==> src/rtl/irq_ctrl32.sv <==
module irq_ctrl32 #(
  parameter int NSRC = 32
) (
  input  logic            clk,
  input  logic            rst_n,
  input  logic            bus_we,
  input  logic [3:0]      bus_addr,
  input  logic [31:0]     bus_wdata,
  output logic [31:0]     bus_rdata,
  input  logic [NSRC-1:0] irq_in,
  output logic            crit_irq,
  output logic            ncrit_irq
);
  localparam int VW = $clog2(NSRC + 1);

  logic [NSRC-1:0] src_bits, sync1, sync2, dly;
  logic [NSRC-1:0] stat_r, en_r, cs_r, pol_r, trg_r, vcfg_r;
  logic [NSRC-1:0] lvl_hit, edge_hit, set_ev, clr_mask, masked;
  logic [VW-1:0]   vec_idx;
  logic            stat_wr;

  for (genvar n = 0; n < NSRC; n++) begin : g_map
    assign src_bits[NSRC-1-n] = irq_in[n];
  end

  always_ff @(posedge clk or negedge rst_n)
    if (!rst_n) begin
      sync1 <= '0;
      sync2 <= '0;
      dly   <= '0;
    end else begin
      sync1 <= src_bits;
      sync2 <= sync1;
      dly   <= sync2;
    end

  assign lvl_hit  = ~(sync2 ^ pol_r);
  assign edge_hit = (pol_r & sync2 & ~dly) | (~pol_r & ~sync2 & dly);
  assign set_ev   = (trg_r & edge_hit) | (~trg_r & lvl_hit);
  assign stat_wr  = bus_we && bus_addr == 4'h0;
  assign clr_mask = stat_wr ? bus_wdata[NSRC-1:0] : '0;
  assign masked   = stat_r & en_r;

  always_ff @(posedge clk or negedge rst_n)
    if (!rst_n) begin
      stat_r <= '0;
      en_r   <= '0;
      cs_r   <= '0;
      pol_r  <= '1;
      trg_r  <= '0;
      vcfg_r <= '0;
    end else begin
      stat_r <= (stat_r & ~clr_mask) | set_ev;
      if (bus_we)
        case (bus_addr)
          4'h2: en_r   <= bus_wdata[NSRC-1:0];
          4'h3: cs_r   <= bus_wdata[NSRC-1:0];
          4'h4: pol_r  <= bus_wdata[NSRC-1:0];
          4'h5: trg_r  <= bus_wdata[NSRC-1:0];
          4'h8: vcfg_r <= bus_wdata[NSRC-1:0];
          default: ;
        endcase
    end

  always_comb begin
    vec_idx = VW'(NSRC);
    for (int b = NSRC - 1; b >= 0; b--)
      if (masked[b]) vec_idx = VW'(NSRC - 1 - b);
  end

  always_ff @(posedge clk or negedge rst_n)
    if (!rst_n) begin
      crit_irq  <= 1'b0;
      ncrit_irq <= 1'b0;
    end else begin
      crit_irq  <= |(masked & cs_r);
      ncrit_irq <= |(masked & ~cs_r);
    end

  always_comb
    case (bus_addr)
      4'h0: bus_rdata = 32'(stat_r);
      4'h2: bus_rdata = 32'(en_r);
      4'h3: bus_rdata = 32'(cs_r);
      4'h4: bus_rdata = 32'(pol_r);
      4'h5: bus_rdata = 32'(trg_r);
      4'h6: bus_rdata = 32'(masked);
      4'h7: bus_rdata = 32'(vec_idx);
      4'h8: bus_rdata = 32'(vcfg_r);
      default: bus_rdata = '0;
    endcase
endmodule

==> config.mk <==
export PLATFORM = sky130hd
export DESIGN_NAME = irq_ctrl32
export DESIGN_NICKNAME = d
export VERILOG_FILES = /design/src/rtl/irq_ctrl32.sv
export SDC_FILE = /design/constraint.sdc
export NUM_CORES = 1
export LEC_CHECK = 0
export ABC_CLOCK_PERIOD_IN_PS = 3100
export BUFFER_PORTS_ARGS = -buffer_cell sky130_fd_sc_hd__clkbuf_2
export CAP_MARGIN = 5
export CORE_ASPECT_RATIO = 2
export CORE_MARGIN = 2
export CORE_UTILIZATION = 50
export CTS_BUF_LIST = sky130_fd_sc_hd__clkbuf_8
export CTS_CLUSTER_SIZE = 20
export DETAILED_ROUTE_END_ITERATION = 8
export PLACE_DENSITY = 0.8
export SLEW_MARGIN = 20
export SYNTH_ARGS = -nofsm -noshare
export SYNTH_HDL_FRONTEND = slang
export SYNTH_SLANG_ARGS = --single-unit
==> constraint.sdc <==
create_clock -name clk -period 3.1 [get_ports clk]
set_input_delay 0.31 -clock clk [delete_from_list [all_inputs] [get_ports clk]]
set_output_delay 0.31 -clock clk [all_outputs]
set_load 0.005 [all_outputs]
[Word level (Yosys, flattened, before mapping)]
Index checks and enable logic that the tools add are counted.
Operators by class
  add/sub/neg operators: 0
  $mul: 0
  divide/modulo/power cells: 0
  order comparisons: 0
  eq/ne operators: 7
  shifts and indexed selects: 0
  muxes and demuxes: 34
  bitwise operators: 21
  reductions and logical operators: 9
Operators by type and width (count)
  $and 32x32->32: 10
  $pmux 32 s8: 1
  $not 32->32: 7
  $mux 6: 32
  $or 32x32->32: 3
  $reduce_or 32->1: 2
  $mux 32: 1
  $xor 32x32->32: 1
  $eq 4x3->1 const B: 4
  $reduce_and 2->1: 5
  $eq 4x2->1 const B: 2
  $eq 4x4->1 const B: 1
  $logic_not 4->1: 1
  $logic_and 1x1->1: 1
Word-level totals
  register bits after elaboration: 290
  bits in latches: 0
  memory bits (writable): 0
  ROM bits: 0
  word-level logic and storage cells: 82
  memories: 0

[Logic depth before layout (Yosys ltp)]
Gate-level depths: netlist (run 1).
  depth in word-level cells: 34
  gate-level depth with buffers: 7

[Worst setup path after synthesis (run 1)]
Ideal clock, no wire load.
  kind: input to output
  from: input port bus_addr[3]
  to: output port bus_rdata[10]
  data arrival time: 1.567 ns
  path slack: 1.223 ns
  cell stages on the path: 6
  path buffers: 3
  cell sequence: buf_4 -> nor4_2 -> buf_2 -> clkbuf_1 -> a21oi_1 -> o211ai_1
Between the ends
  word-level cells in the longest chain between the ends: 2
  elaborated cells between the ends (all ways): 9
  classes of those cells: 7 x eq/ne; 1 x mux; 1 x reduce/logical
Ends and longest elaborated chain
  start, declared: line 7  | input logic [3:0] bus_addr,
  $eq 4x4->1 (tied with other cells): line 81  | case (bus_addr)
  $pmux 32 s8 (*): line 81
  end, declared: line 9  | output logic [31:0] bus_rdata,
Mark *: on every way between the ends. The rest lies on a longest branch, timed or not.

[Worst setup path after layout (run 1)]
  from: register en_r[0]
  to: output port bus_rdata[5]
Between the ends
  word-level cells in the longest chain between the ends: 3
Ends and longest elaborated chain
  start, declared: line 17  | logic [NSRC-1:0] stat_r, en_r, cs_r, pol_r, trg_r, vcfg_r;
  start signal, assigned: line 56  | 4'h2: en_r <= bus_wdata[NSRC-1:0];
  $and 32x32->32: line 42  | assign masked = stat_r & en_r;
  $mux 6: line 68  | if (masked[b]) vec_idx = VW'(NSRC - 1 - b);
  $pmux 32 s8: line 81
No other way between the ends.

==> impl_results.md, run 1 <==
* Final non-filler cell total at 1,636
* Final #Nets at 1,390
* Hold path cells at 2
* Synth top area cells: dfrtp_1 48%, mux2_1 13%, dfstp_2 6.2%, ha_1 5.9%, mux2_2 2.7%
* Clock Tree Root: clkbuf_8
* Dominant synthesized flop cell: dfrtp_1
* Post-Syn Instances at 1,089
* Starting Density at 50.5%
* Max-slew headroom at 45.0%
* Post-synthesis sequential area ratio at 54.1%
* Final hold violations at 0
* Yosys cell types at 51
* Num rows at 85
* Wire per inst at 22.6 µm
* Clock power share at 32.1%
* Worst vdd ir at 0.497 mV
* Post-placement setup slack at 0.512 ns
* Setup TNS at 0 ns
* Tmin final at 2.97 ns
* Worst Path Max Fanout at 6
* Worst r2r dst: ncrit_irq
* Iter 0 DRT Violations at 1,050
* Antenna violations before repair at 0
* Buf/Inv on CP at 1
* Inserted Diodes at 0
* TritonCTS clock tree: built
* Routed Antenna Nets at 0
* Post-synth EDFFs at 0
* Worst-Skew Late Latency at 0.57 ns
* Final instance area at 15,800 µm²
* Clock sink count at 290
* R2R setup slack at 1.38 ns
* Skew final at 0.0200 ns
* Global route overflow at 0
* DIE AREA at 28,400 µm²
* Global-route wire length before repair at 58,200 µm
* I/O Buffers at 104
* IO Pins at 105
* Combinational power share at 17.5%
* CP startpoint kind: register
* Max Fclk at 0.337 GHz
* Vias in the first global route at 10,800
* Max-Cap Viols at 0
* P_leak at 7.29 nW
* Syn Std Cell Area at 13,500 µm²
* Share of the synthesized area in the top cell type at 47.9%
* Reg power frac at 50.3%
* Reg2Reg Launch Point: en_r[6]
* Die width at 120 µm
* DRT Pass-1 Iters at 9
* Delay of the slowest cell on the worst path at 0.51 ns
* Hold Crit Endpoint: vcfg_r[2]
* Vias at 10,200
* WS Path Type: reg -> out
* Die H at 236 µm
* Synth area leader: dfrtp_1
* Number of remaining DRC errors at 3
* Placed Instance Area at 14,500 µm²
* Syn. warnings at 0
* Hold crit path type: in -> reg
* Pwr Density at 641 nW/µm²
* WP data required at 2.79 ns
* Net Sw Frac at 30.5%
* Core area at 26,700 µm²
* H-tree levels at 2
* Routed WL at 37,000 µm
* Area delta synth->final at 16.8%
* Slew @ Worst Pin at 0.825 ns
* Post-Syn Nets at 1,224
* Layout cells sized above 1 at 21.0%
* Fin crit share at 95.8%
* Worst-path cell with the longest stage delay: or3_1
* Endpoints failing setup at 0
* Worst setup margin at 0.129 ns
* Syn_area_per_cell at 12.4 µm²
* GRT Resource Usage Total at 26.4%
* Int Pwr at 0.00701 W
* Sw Pwr at 0.00308 W
* Critical path arrival at 2.66 ns
* DP HPWL at 25,200 µm
* Max Root-Sink Buffers at 3
* Placed insts at 1,525
* Violated checks: design-rule violations
* Tot Pwr at 0.0101 W
* Vias/cell at 6.25
* Worst Hold Launch: bus_wdata[2]
* Num CTS Buffers at 43
* Status: complete, but fails checks
* CP endpoint kind: primary output
* Flops & latches, synth at 290
* RSZ-0062 raised after global routing: no
* Pin count of the biggest net entering global routing at 106
* Clock-pin slew on the worst setup and hold paths at 0.07 ns
* Delay-heaviest family, CP: compound AO/OA/AOI/OAI gates
* Slew Viols, Final at 0
* Critical-path cell list: a22oi_2 > nand3_2 > or3_1 > o41ai_4 > clkbuf_2
* Gpl congestion at 0.972
* Ys async rst share at 100%
* FF-to-FF path depth at 5
-- area by class of cell --
class	count	area [µm²]
clock buffer	55	757
clock inverter	23	149
fill	2131	10900
inverter	92	345
multi-input combinational	663	5660
sequential	290	7300
tap	348	435
timing repair buffer	165	1120
-- power groups by stage --
stage	clock network, W	registers [W]	logic, W
final	0.00324	0.00508	0.00177
after global routing	0.00347	0.00515	0.00196
after CTS	0.00330	0.00506	0.00176
after detailed placement	0	0.00512	0.00170
after global placement	0	0.00507	0.00163
after floorplan	0	0.00489	0.00111
-- state kept, by name (all words and copies together), names as in the netlist, 32 cells and up --
signal,count
trg_r,32
vcfg_r,32
pol_r,32
sync2,32
stat_r,32
sync1,32
dly,32
cs_r,32
en_r,32
-- worst max-delay path by stage --
stage | to | depth (start not counted) | from
floorplan | bus_rdata[10] | 6 | bus_addr[3]
detailed placement | bus_rdata[5] | 5 | en_r[0]
CTS | bus_rdata[5] | 5 | en_r[0]
finish | bus_rdata[5] | 5 | en_r[0]
global route | bus_rdata[5] | 5 | en_r[12]
global placement | bus_rdata[5] | 5 | en_r[0]
-- per-layer routing --
metal  part of all wire, %  global-route usage, %
met3                   7.6                   5.15
met2                    50                   44.1
met4                   5.2                   14.4
met5                     0                      0
met1                    37                   31.8
-- cell usage in the layout (no fill, tap or decap), drive strengths merged, types with 5 or more instances in the layout --
cell type    netlist  routed
nor2              35      35
mux2             192     192
o21ai              6       6
nor4               5       5
a221o             34      34
and2               6       6
buf               36      29
dfrtp            258     258
inv               92     107
nand4             11      11
clkinv             0       5
a222oi            35      35
o22ai             16      16
a21oi             34      34
nand2             83      83
dfstp             32      32
clkbuf             8     158
ha                64      64
dlygate4sd3        0      33
a22oi             41      41
o211ai            29      29
nand3             34      34
-- cell usage after synthesis (5+ instances only) --
cell type  instances
o22ai_1           16
nand4_1           11
a222oi_1          35
a221o_1           34
mux2_1           160
buf_4              7
nand2_1           82
dfstp_2           32
buf_2             29
o21ai_0            5
inv_1             92
and2_1             6
clkbuf_1           8
a22oi_1           40
a21oi_1           34
o211ai_1          29
nand3_1           34
ha_1              64
mux2_2            32
nor2_1            35
dfrtp_1          258
-- stage by stage --
step / hold WS, ns / utilization (%)
CTS: 0.00489 / 59.0
global placement: 0.333 / 54.3
global route: 0.0172 / 59.0
floorplan: 0.0144 / -
detailed placement: 0.335 / 54.3
finish: 0.0260 / 59.0
-- timing repair --
action / in CTS / in global routing
endpoints found under the hold margin: 120 / 0
endpoints found under the setup margin: 1 / 2
resized for setup: 1 / 3
buffers inserted: 0 / 0
hold buffers: 33 / 0
-- logic make-up after synthesis --
kind of cell | Yosys count | synth area share (%)
AND/OR/NAND/NOR | 190 | 7.07
flip-flops | 290 | 54.1
multiplexers | 192 | 16.0
AO/OA/AOI/OAI | 217 | 12.6
buffers and inverters | 136 | 4.25
adder cells (fa/ha/maj) | 64 | 5.94
Note: power is estimated with default switching activity, not from simulation.
==> run 2: changes to the inputs <==
--- a/config.mk
+++ b/config.mk
@@ -15,4 +15,5 @@
 export CTS_CLUSTER_SIZE = 20
 export DETAILED_ROUTE_END_ITERATION = 8
+export HOLD_SLACK_MARGIN = 0.1
 export PLACE_DENSITY = 0.8
 export SLEW_MARGIN = 20
==> constraint.sdc (replaced) <==
create_clock -name clk -period 3.1 [get_ports clk]
set_input_delay 0.155 -clock clk [delete_from_list [all_inputs] [get_ports clk]]
set_output_delay 0.155 -clock clk [all_outputs]
set_load 0.005 [all_outputs]
==> impl_results.md, run 2 (synthesis gave the netlist of run 1 again) <==
* DRT Pass-1 Iters at 9
* Clock sink count at 290
* Max-slew headroom at 37.6%
* Tot Pwr at 0.0102 W
* FF-to-FF path depth at 5
* Hold path cells at 2
* Die H at 236 µm
* Worst Hold Launch: irq_in[18]
* Hold crit path type: in -> reg
* Num CTS Buffers at 44
* Pwr Density at 632 nW/µm²
* Core area at 26,700 µm²
* Routed WL at 37,100 µm
* DP HPWL at 25,000 µm
* Worst-path cell with the longest stage delay: o41ai_2
* Filler cell count at 2,079
* Slew Viols, Final at 0
* Endpoints failing setup at 0
* Routed Antenna Nets at 0
* Setup TNS at 0 ns
* Starting Density at 50.5%
* TritonCTS clock tree: built
* Worst Path Max Fanout at 6
* Placed insts at 1,524
* Clock Tree Root: clkbuf_8
* Iter 0 DRT Violations at 1,020
* Hold Crit Endpoint: sync1[13]
* RSZ-0062 raised after global routing: no
* Critical-path cell list: a22oi_2 > nand3_1 > or3_1 > o41ai_2 > clkbuf_2
* Fin crit share at 93.6%
* Worst r2r dst: ncrit_irq
* Antenna violations before repair at 0
* Global-route wire length before repair at 58,700 µm
* Layout cells sized above 1 at 20.2%
* Max Fclk at 0.345 GHz
* Commonest cells after routing, fill and taps aside: 258 x dfrtp_1, 160 x mux2_1, 109 x inv_1, 103 x clkbuf_2, 82 x nand2_1
* Number of remaining DRC errors at 0
* Worst-Skew Late Latency at 0.59 ns
* Commonest non-fill, non-tap cell in the layout: dfrtp_1
* DIE AREA at 28,400 µm²
* Pin count of the biggest net entering global routing at 114
* Crit path from: en_r[0]
* WS Path Type: reg -> out
* Max-Cap Viols at 0
* Inserted Diodes at 0
* Skew final at 0.0138 ns
* Vias at 10,300
* Vias in the first global route at 10,900
* IO Pins at 105
* Die width at 120 µm
* Gpl congestion at 1.09
* Final non-filler cell total at 1,670
* I/O Buffers at 104
* GRT Resource Usage Total at 26.6%
* Max Root-Sink Buffers at 3
* Status: completed
* H-tree levels at 2
* Vias/cell at 6.15
* Final #Nets at 1,423
* Setup bufs post-CTS at 0
* Clock-pin slew on the worst setup and hold paths at 0.07 ns
* Slew @ Worst Pin at 0.932 ns
* CP endpoint kind: primary output
* Final hold violations at 0
* WP data required at 2.94 ns
* Tmin final at 2.90 ns
* Reg2Reg Launch Point: stat_r[6]
* Critical path arrival at 2.75 ns
* Num rows at 85
* Wire per inst at 22.2 µm
* CP startpoint kind: register
* Worst vdd ir at 0.586 mV
* R2R setup slack at 1.31 ns
* P_leak at 7.40 nW
* Area delta synth->final at 19.2%
* Global route overflow at 0
* Delay of the slowest cell on the worst path at 0.50 ns
run 2: final cells by class:
cell class	instances	area [µm²]	area share, %
Clock buffer	57	785	4.88
Sequential cell	290	7300	45.4
Multi-Input combinational cell	663	5640	35.1
Tap cell	348	435	2.71
Timing Repair Buffer	197	1430	8.90
Clock inverter	23	151	0.941
Inverter	92	345	2.15
run 2: worst max-delay path by stage:
stage                    to  slack [ns]  cells after the start
3_3_place_gp   bus_rdata[5]        0.71                      5
5_1_grt        bus_rdata[5]        0.15                      5
2_1_floorplan  bus_rdata[5]        1.39                      4
6_report       bus_rdata[5]        0.20                      5
4_1_cts        bus_rdata[5]        0.19                      5
3_5_place_dp   bus_rdata[5]        0.63                      5
run 2: metal layers:
layer / track usage [%] / up-vias / share of wire, %
li1: - / 4420 / -
met1: 32.4 / 5189 / 38
met2: 44.9 / 520 / 50
met3: 4.26 / 141 / 6.6
met4: 13.9 / 0 / 5.0
met5: 0 / - / 0
run 2: power by group:
part / internal, W / leakage (nW) / switching, W / total, W
combinational: 0.000839 / 3.54 / 0.000950 / 0.00179
clock: 0.00181 / 0.533 / 0.00149 / 0.00330
sequential: 0.00443 / 3.33 / 0.000637 / 0.00507
total: 0.00709 / 7.40 / 0.00307 / 0.0102
run 2: worst max-delay path, delay by kind of cell, from the launching register on:
kind | cells | cell delay [ns]
buffers and inverters | 1 | 0.20
AO/OA/AOI/OAI | 2 | 0.82
AND/OR/NAND/NOR | 2 | 0.69
flip-flops | 1 | 0.45
run 2: repair_timing:
action                                  CTS  global route
hold buffers                             66             0
resized for setup                         1             0
endpoints found under the hold margin   320             0
endpoints found under the setup margin    1             0
run 2: through the flow:
stage	area [µm²]	worst slack, ns	util (%)	hold WS (ns)
2_1_floorplan	13500	1.39	-	-0.141
3_3_place_gp	14500	0.708	54.2	0.263
3_5_place_dp	14500	0.630	54.2	0.265
4_1_cts	16100	0.189	60.2	0.189
5_1_grt	16100	0.154	60.2	0.209
6_report	16100	0.198	60.2	0.216
